===== src/rtl/pma_pkg.sv =====
package pma_pkg;
  localparam int unsigned BYTE_W = 8;
  localparam int unsigned WORD_W = 16;
  localparam int unsigned OP_W   = 3;

  typedef enum logic [OP_W-1:0] {
    OP_AVG_B  = 3'd0,
    OP_AVG_W  = 3'd1,
    OP_MAX_SW = 3'd2,
    OP_MAX_UB = 3'd3,
    OP_MIN_SW = 3'd4,
    OP_MIN_UB = 3'd5,
    OP_MULH_W = 3'd6,
    OP_NONE   = 3'd7
  } pma_op_e;
endpackage


===== src/rtl/pma_byte_lane.sv =====
module pma_byte_lane
  import pma_pkg::*;
(
  input  logic [BYTE_W-1:0] a_i,
  input  logic [BYTE_W-1:0] b_i,
  input  pma_op_e           op_i,
  output logic [BYTE_W-1:0] res_o
);
  logic [BYTE_W:0]   sum;
  logic              a_gt;

  assign sum  = {1'b0, a_i} + {1'b0, b_i} + {{BYTE_W{1'b0}}, 1'b1};
  assign a_gt = a_i > b_i;

  // zero for any opcode that is not a byte operation
  always_comb begin
    unique case (op_i)
      OP_AVG_B:  res_o = sum[BYTE_W:1];
      OP_MAX_UB: res_o = a_gt ? a_i : b_i;
      OP_MIN_UB: res_o = a_gt ? b_i : a_i;
      default:   res_o = '0;
    endcase
  end
endmodule


===== src/rtl/pma_word_lane.sv =====
module pma_word_lane
  import pma_pkg::*;
(
  input  logic [WORD_W-1:0] a_i,
  input  logic [WORD_W-1:0] b_i,
  input  pma_op_e           op_i,
  output logic [WORD_W-1:0] res_o
);
  localparam int unsigned PROD_W = 2 * WORD_W;

  logic [WORD_W:0]   sum;
  logic [PROD_W-1:0] prod;
  logic              a_gt_s;

  assign sum    = {1'b0, a_i} + {1'b0, b_i} + {{WORD_W{1'b0}}, 1'b1};
  assign prod   = {{WORD_W{1'b0}}, a_i} * {{WORD_W{1'b0}}, b_i};
  assign a_gt_s = $signed(a_i) > $signed(b_i);

  always_comb begin
    unique case (op_i)
      OP_AVG_W:  res_o = sum[WORD_W:1];
      OP_MAX_SW: res_o = a_gt_s ? a_i : b_i;
      OP_MIN_SW: res_o = a_gt_s ? b_i : a_i;
      OP_MULH_W: res_o = prod[PROD_W-1:WORD_W];
      default:   res_o = '0;
    endcase
  end
endmodule


===== src/rtl/pma_unit.sv =====
module pma_unit
  import pma_pkg::*;
#(
  parameter int unsigned DATA_W = 64
) (
  input  logic              clk_i,
  input  logic              rst_ni,
  input  logic              req_valid_i,
  output logic              req_ready_o,
  input  logic [OP_W-1:0]   req_op_i,
  input  logic [DATA_W-1:0] req_a_i,
  input  logic [DATA_W-1:0] req_b_i,
  output logic              res_valid_o,
  input  logic              res_ready_i,
  output logic [DATA_W-1:0] res_data_o
);
  localparam int unsigned N_BYTES = DATA_W / BYTE_W;
  localparam int unsigned N_WORDS = DATA_W / WORD_W;

  pma_op_e           op;
  logic [DATA_W-1:0] byte_vec;
  logic [DATA_W-1:0] word_vec;
  logic [DATA_W-1:0] next_res;
  logic              accept;

  assign op = pma_op_e'(req_op_i);

  for (genvar i = 0; i < N_BYTES; i++) begin : g_byte
    pma_byte_lane u_lane (
      .a_i   (req_a_i[i*BYTE_W +: BYTE_W]),
      .b_i   (req_b_i[i*BYTE_W +: BYTE_W]),
      .op_i  (op),
      .res_o (byte_vec[i*BYTE_W +: BYTE_W])
    );
  end

  for (genvar j = 0; j < N_WORDS; j++) begin : g_word
    pma_word_lane u_lane (
      .a_i   (req_a_i[j*WORD_W +: WORD_W]),
      .b_i   (req_b_i[j*WORD_W +: WORD_W]),
      .op_i  (op),
      .res_o (word_vec[j*WORD_W +: WORD_W])
    );
  end

  // byte and word lanes each return zero outside their own opcodes
  assign next_res    = byte_vec | word_vec;
  assign req_ready_o = !res_valid_o || res_ready_i;
  assign accept      = req_valid_i && req_ready_o;

  always_ff @(posedge clk_i or negedge rst_ni) begin
    if (!rst_ni) begin
      res_valid_o <= 1'b0;
      res_data_o  <= '0;
    end else begin
      if (req_ready_o) res_valid_o <= req_valid_i;
      if (accept)      res_data_o  <= next_res;
    end
  end

  // lanes never both drive a result for one opcode
  assert_lane_split_R6: assert property (@(posedge clk_i) disable iff (!rst_ni)
    (byte_vec & word_vec) == '0);

  // rounded byte average lies between the two inputs
  for (genvar k = 0; k < N_BYTES; k++) begin : g_chk_b
    assert_avg_bound_R1: assert property (@(posedge clk_i) disable iff (!rst_ni)
      (op == OP_AVG_B) |->
        ((byte_vec[k*BYTE_W +: BYTE_W] >= req_a_i[k*BYTE_W +: BYTE_W]) ||
         (byte_vec[k*BYTE_W +: BYTE_W] >= req_b_i[k*BYTE_W +: BYTE_W])));
  end

  // high half of a 16x16 unsigned product never exceeds either factor
  for (genvar m = 0; m < N_WORDS; m++) begin : g_chk_w
    assert_mulh_bound_R5: assert property (@(posedge clk_i) disable iff (!rst_ni)
      (op == OP_MULH_W) |->
        (word_vec[m*WORD_W +: WORD_W] <= req_a_i[m*WORD_W +: WORD_W]));
  end

  assert_accept_R7: assert property (@(posedge clk_i) disable iff (!rst_ni)
    (req_valid_i && req_ready_o) |=> res_valid_o);

  assert_hold_R8: assert property (@(posedge clk_i) disable iff (!rst_ni)
    (res_valid_o && !res_ready_i) |=> (res_valid_o && $stable(res_data_o)));

  assert_drain_R9: assert property (@(posedge clk_i) disable iff (!rst_ni)
    (res_valid_o && res_ready_i && !req_valid_i) |=> !res_valid_o);
endmodule


===== config.mk =====
export PLATFORM = sky130hd
export DESIGN_NAME = pma_unit
export DESIGN_NICKNAME = d
export VERILOG_FILES = /design/src/rtl/pma_pkg.sv /design/src/rtl/pma_byte_lane.sv /design/src/rtl/pma_word_lane.sv /design/src/rtl/pma_unit.sv
export SDC_FILE = /design/constraint.sdc
export NUM_CORES = 2
export LEC_CHECK = 0
export BUFFER_PORTS_ARGS = -buffer_cell sky130_fd_sc_hd__buf_4
export CAP_MARGIN = 20
export CORE_UTILIZATION = 30
export CTS_CLUSTER_DIAMETER = 120
export CTS_CLUSTER_SIZE = 12
export DETAILED_ROUTE_END_ITERATION = 12
export SLEW_MARGIN = 30
export SYNTH_ARGS = -nofsm -noshare
export SYNTH_HDL_FRONTEND = slang
export SYNTH_HIERARCHICAL = 1
export SYNTH_SLANG_ARGS = --single-unit

===== constraint.sdc =====
create_clock -name clk_i -period 1.3 [get_ports clk_i]
set_input_delay 0.26 -clock clk_i [delete_from_list [all_inputs] [get_ports clk_i]]
set_output_delay 0.26 -clock clk_i [all_outputs]
set_load 0.01 [all_outputs]

==> flow_summary.ini <==
[run_status]
run_status = complete, but fails checks
failed_checks = setup timing

[critical_path]
critPathLaunchType = primary input
criticalPathCategory = in -> reg
crit_fanout = 5
worstSetupEndpointType = flop
cp.required_ns = 1.61
data_arrival_time_of_the_critical_path_ns = 6.50

[finish]
mostFrequentLayoutCell = sky130_fd_sc_hd__buf_4
num-nets-final = 8425
design_area_um2 = 63000
sequential_cell_area_um2 = 1650
area.growth.synth_to_final_pct = 33.4
n_fill_cell = 15600
multiInputGateArea_um2 = 42500
layout_common_cells = sky130_fd_sc_hd__buf_4, sky130_fd_sc_hd__inv_1, sky130_fd_sc_hd__fa_1
fraction_of_layout_cells_with_a_size_suffix_above_1_pct = 28.8

[pwr]
switching_share_pct = 49.3
p_seq_share_pct = 2.0
power.density_nw_per_um2 = 2950
total_switching_power_mw = 91.6
power.internal_mw = 94.0
power.share.combinational_pct = 96.6
power.clock.fraction_pct = 1.4
fin_total_pwr_mw = 186
static-leakage-power_nw = 31.8
max_rail_drop_vdd_uv = 4450

[worst_hold_path]
timing.hold.worst.class = in -> reg

[placed_design]
pre_cts_ws_ns = -5.44
hpwl_mm = 134
io_buffers = 200
placement.cell_area_um2 = 59600
routabilityCongestion = 0.926

[floorplanning]
chipWidth_um = 399
core_ar_um2 = 156000
num_rows = 145
floorplan.die_area_um2 = 159000
initial_utilization_pct = 30.2
num_io_pins = 201
die_y_um = 399

[sta]
finClkSkew_ns = 0.0136
rsz0062_at_grt = yes
timing.final.max_slew_violations = 0
totalNegativeSetupSlack_ns = -279.55
min_period_ns = 6.19
max_freq_mhz = 162
setup-violations-final = 66
final_setup_slack_of_the_worst_path_ns = -4.89
hold_viol_final = 0
transition_at_the_pin_with_the_smallest_max_transition_slack_ns = 0.642
fin_crit_sh_pct = 476
relSlewSlack_pct = 56.1

[global_route]
grt_pass1_vias = 46100
grt_antenna_before_repair = 14
grt_remaining_overflow = 0
grt_first_pass_wirelength_mm = 255
grt_usage_pct = 20.3
grt_start_max_net_pins = 41

[yosys]
mappedNetlistNets = 7254
synthesis.yosys.warnings = 6
syn_avg_cell_area_um2 = 8.32
ys_dominant_reg_cell = sky130_fd_sc_hd__dfrtp_1
seq_area_frac_synth_pct = 3.45
fraction_of_registers_with_async_set_or_reset_after_synthesis_pct = 100
netlist_area_um2 = 47200
postSynthRegisterBits = 65
syn-instance-count = 5675
synth_edf_count = 0
synth_cell_type_count = 107

[detailed_routing]
drt-vias-per-instance = 4.89
post-route-drc-count = 0
drtIter0Drc = 2573
ant_nets = 0
detail_route.wirelength_mm = 161
detailroute.via_count = 43600
avgRoutedWirePerCell_um = 18.0
drt_pass1_iterations = 6

[run]
max-cap-violations = 0

[clock_tree]
path_clk_slew_ns = 0.07
clockRootBuffer = sky130_fd_sc_hd__clkbuf_16
h-tree-depth = 3
clkLatencyLatePin_ns = 0.39
clock_tree_from_tritoncts = built
cts_inserted_buffers = 9
clock_sinks = 65
clk_path_buf_depth = 2
## worst max-delay path: stages
cell and delay (ns):
sky130_fd_sc_hd__buf_12 0.11, sky130_fd_sc_hd__and2_4 0.15, sky130_fd_sc_hd__fa_1 0.54, sky130_fd_sc_hd__inv_2 0.04, sky130_fd_sc_hd__fa_2 0.56, sky130_fd_sc_hd__inv_2 0.04
sky130_fd_sc_hd__fa_1 0.52, sky130_fd_sc_hd__fa_2 0.44, sky130_fd_sc_hd__fa_1 0.56, sky130_fd_sc_hd__inv_2 0.05, sky130_fd_sc_hd__fa_2 0.53, sky130_fd_sc_hd__inv_2 0.04
sky130_fd_sc_hd__ha_4 0.16, sky130_fd_sc_hd__a21oi_4 0.15, sky130_fd_sc_hd__o21ai_4 0.09, sky130_fd_sc_hd__a2111oi_4 0.20, sky130_fd_sc_hd__a31oi_2 0.19, sky130_fd_sc_hd__o311a_1 0.36
sky130_fd_sc_hd__buf_6 0.13, sky130_fd_sc_hd__a211o_1 0.30, sky130_fd_sc_hd__a221o_1 0.35, sky130_fd_sc_hd__or4_4 0.44, sky130_fd_sc_hd__nand3_2 0.10, sky130_fd_sc_hd__nor2_1 0.05
sky130_fd_sc_hd__a21oi_1 0.11
## cell families after synthesis
family / after synthesis / synth area share [%]
compound gates: 883 / 13.1
xor+xnor: 148 / 2.75
simple gates: 1718 / 17.9
flops: 65 / 3.45
mux: 33 / 0.792
fa+ha+maj: 1444 / 50.7
buf+inv: 1384 / 11.3
## layout make-up
type                       instances  area share, %
antenna                            1        0.00397
clock buffer                      11          0.370
clock inverter                     5         0.0636
inverter                        1188           7.09
multi-input combinational       4226           67.5
sequential                        65           2.62
tap                             2058           4.09
timing repair buffer            1356           18.3
## state kept, by name (all words and copies together) (netlist names)
register     cells
res_data_o      64
res_valid_o      1
## power groups by stage
stage | combinational (mW) | sequential (mW) | clock (mW)
after floorplan | 87.2 | 3.68 | 0
final | 179 | 3.73 | 2.54
after global placement | 141 | 3.65 | 0
after CTS | 166 | 3.73 | 2.65
after detailed placement | 142 | 3.64 | 0
after global routing | 194 | 3.80 | 2.68
## stage by stage
stage | cells | hold slack [ns] | util (%)
final | 8910 | 0.252 | 40.3
after global routing | 8910 | 0.249 | 40.3
after CTS | 8887 | 0.210 | 39.7
after detailed placement | 8820 | 0.175 | 38.2
after global placement | 8820 | 0.177 | 38.2
after floorplan | 5675 | -0.0356 | -
## worst paths after layout
path	from	endpoint	slack [ns]	cells after the start
min in group asynchronous	rst_ni	res_data_o[16]	0.31	2
max	req_a_i[10]	res_data_o[14]	-4.89	25
max reg2reg	res_valid_o	res_data_o[56]	-0.08	5
min reg2reg	res_data_o[17]	res_data_o[17]	0.53	2
max in group asynchronous	rst_ni	res_data_o[11]	0.45	3
min	req_valid_i	res_data_o[28]	0.25	3
## per-layer routing
metal  global-route usage, %  wire length [um]  up-vias  share of wire, %
met5                       0               133        -             0.083
met4                    4.65              4250       24               2.6
met3                    3.30              9390      228               5.8
met2                    34.6             76000     1184                47
met1                    26.7             70900    21800                44
li1                        -                 -    20400                 -
## what timing repair did
item / 4_1_cts / 5_1_grt
hold buffers: 1 / 0
cloned: 4 / 1
pin swaps: 274 / 168
endpoints found under the hold margin: 11 / 0
resized for setup: 439 / 205
setup endpoints to repair: 83 / 67
setup buffers: 53 / 24
## cell usage after synthesis (all sizes together), types with 16 or more instances
cell type / n / area share, %
nor2b: 59 / 0.78
o21ai: 152 / 1.9
nand2b: 25 / 0.35
a31oi: 17 / 0.26
a211oi: 22 / 0.35
xor2: 38 / 0.70
nand4b: 27 / 0.50
and2: 366 / 4.9
o21a: 19 / 0.41
ha: 660 / 17
a21o: 33 / 0.52
xnor2: 110 / 2.0
a221o: 73 / 1.6
mux2i: 23 / 0.52
buf: 32 / 0.52
o21bai: 31 / 0.49
inv: 1187 / 9.4
a221oi: 16 / 0.33
nor2: 341 / 2.7
or3: 24 / 0.32
nor3: 40 / 0.42
nand4: 37 / 0.63
fa: 784 / 33
o22ai: 16 / 0.21
o31ai: 20 / 0.32
a21oi: 337 / 3.9
nand3: 73 / 0.80
nand2: 646 / 5.1
o211ai: 20 / 0.33
a222oi: 26 / 0.55
clkbuf: 164 / 1.3
dfrtp: 65 / 3.4
(Power assumes the default switching activity.)
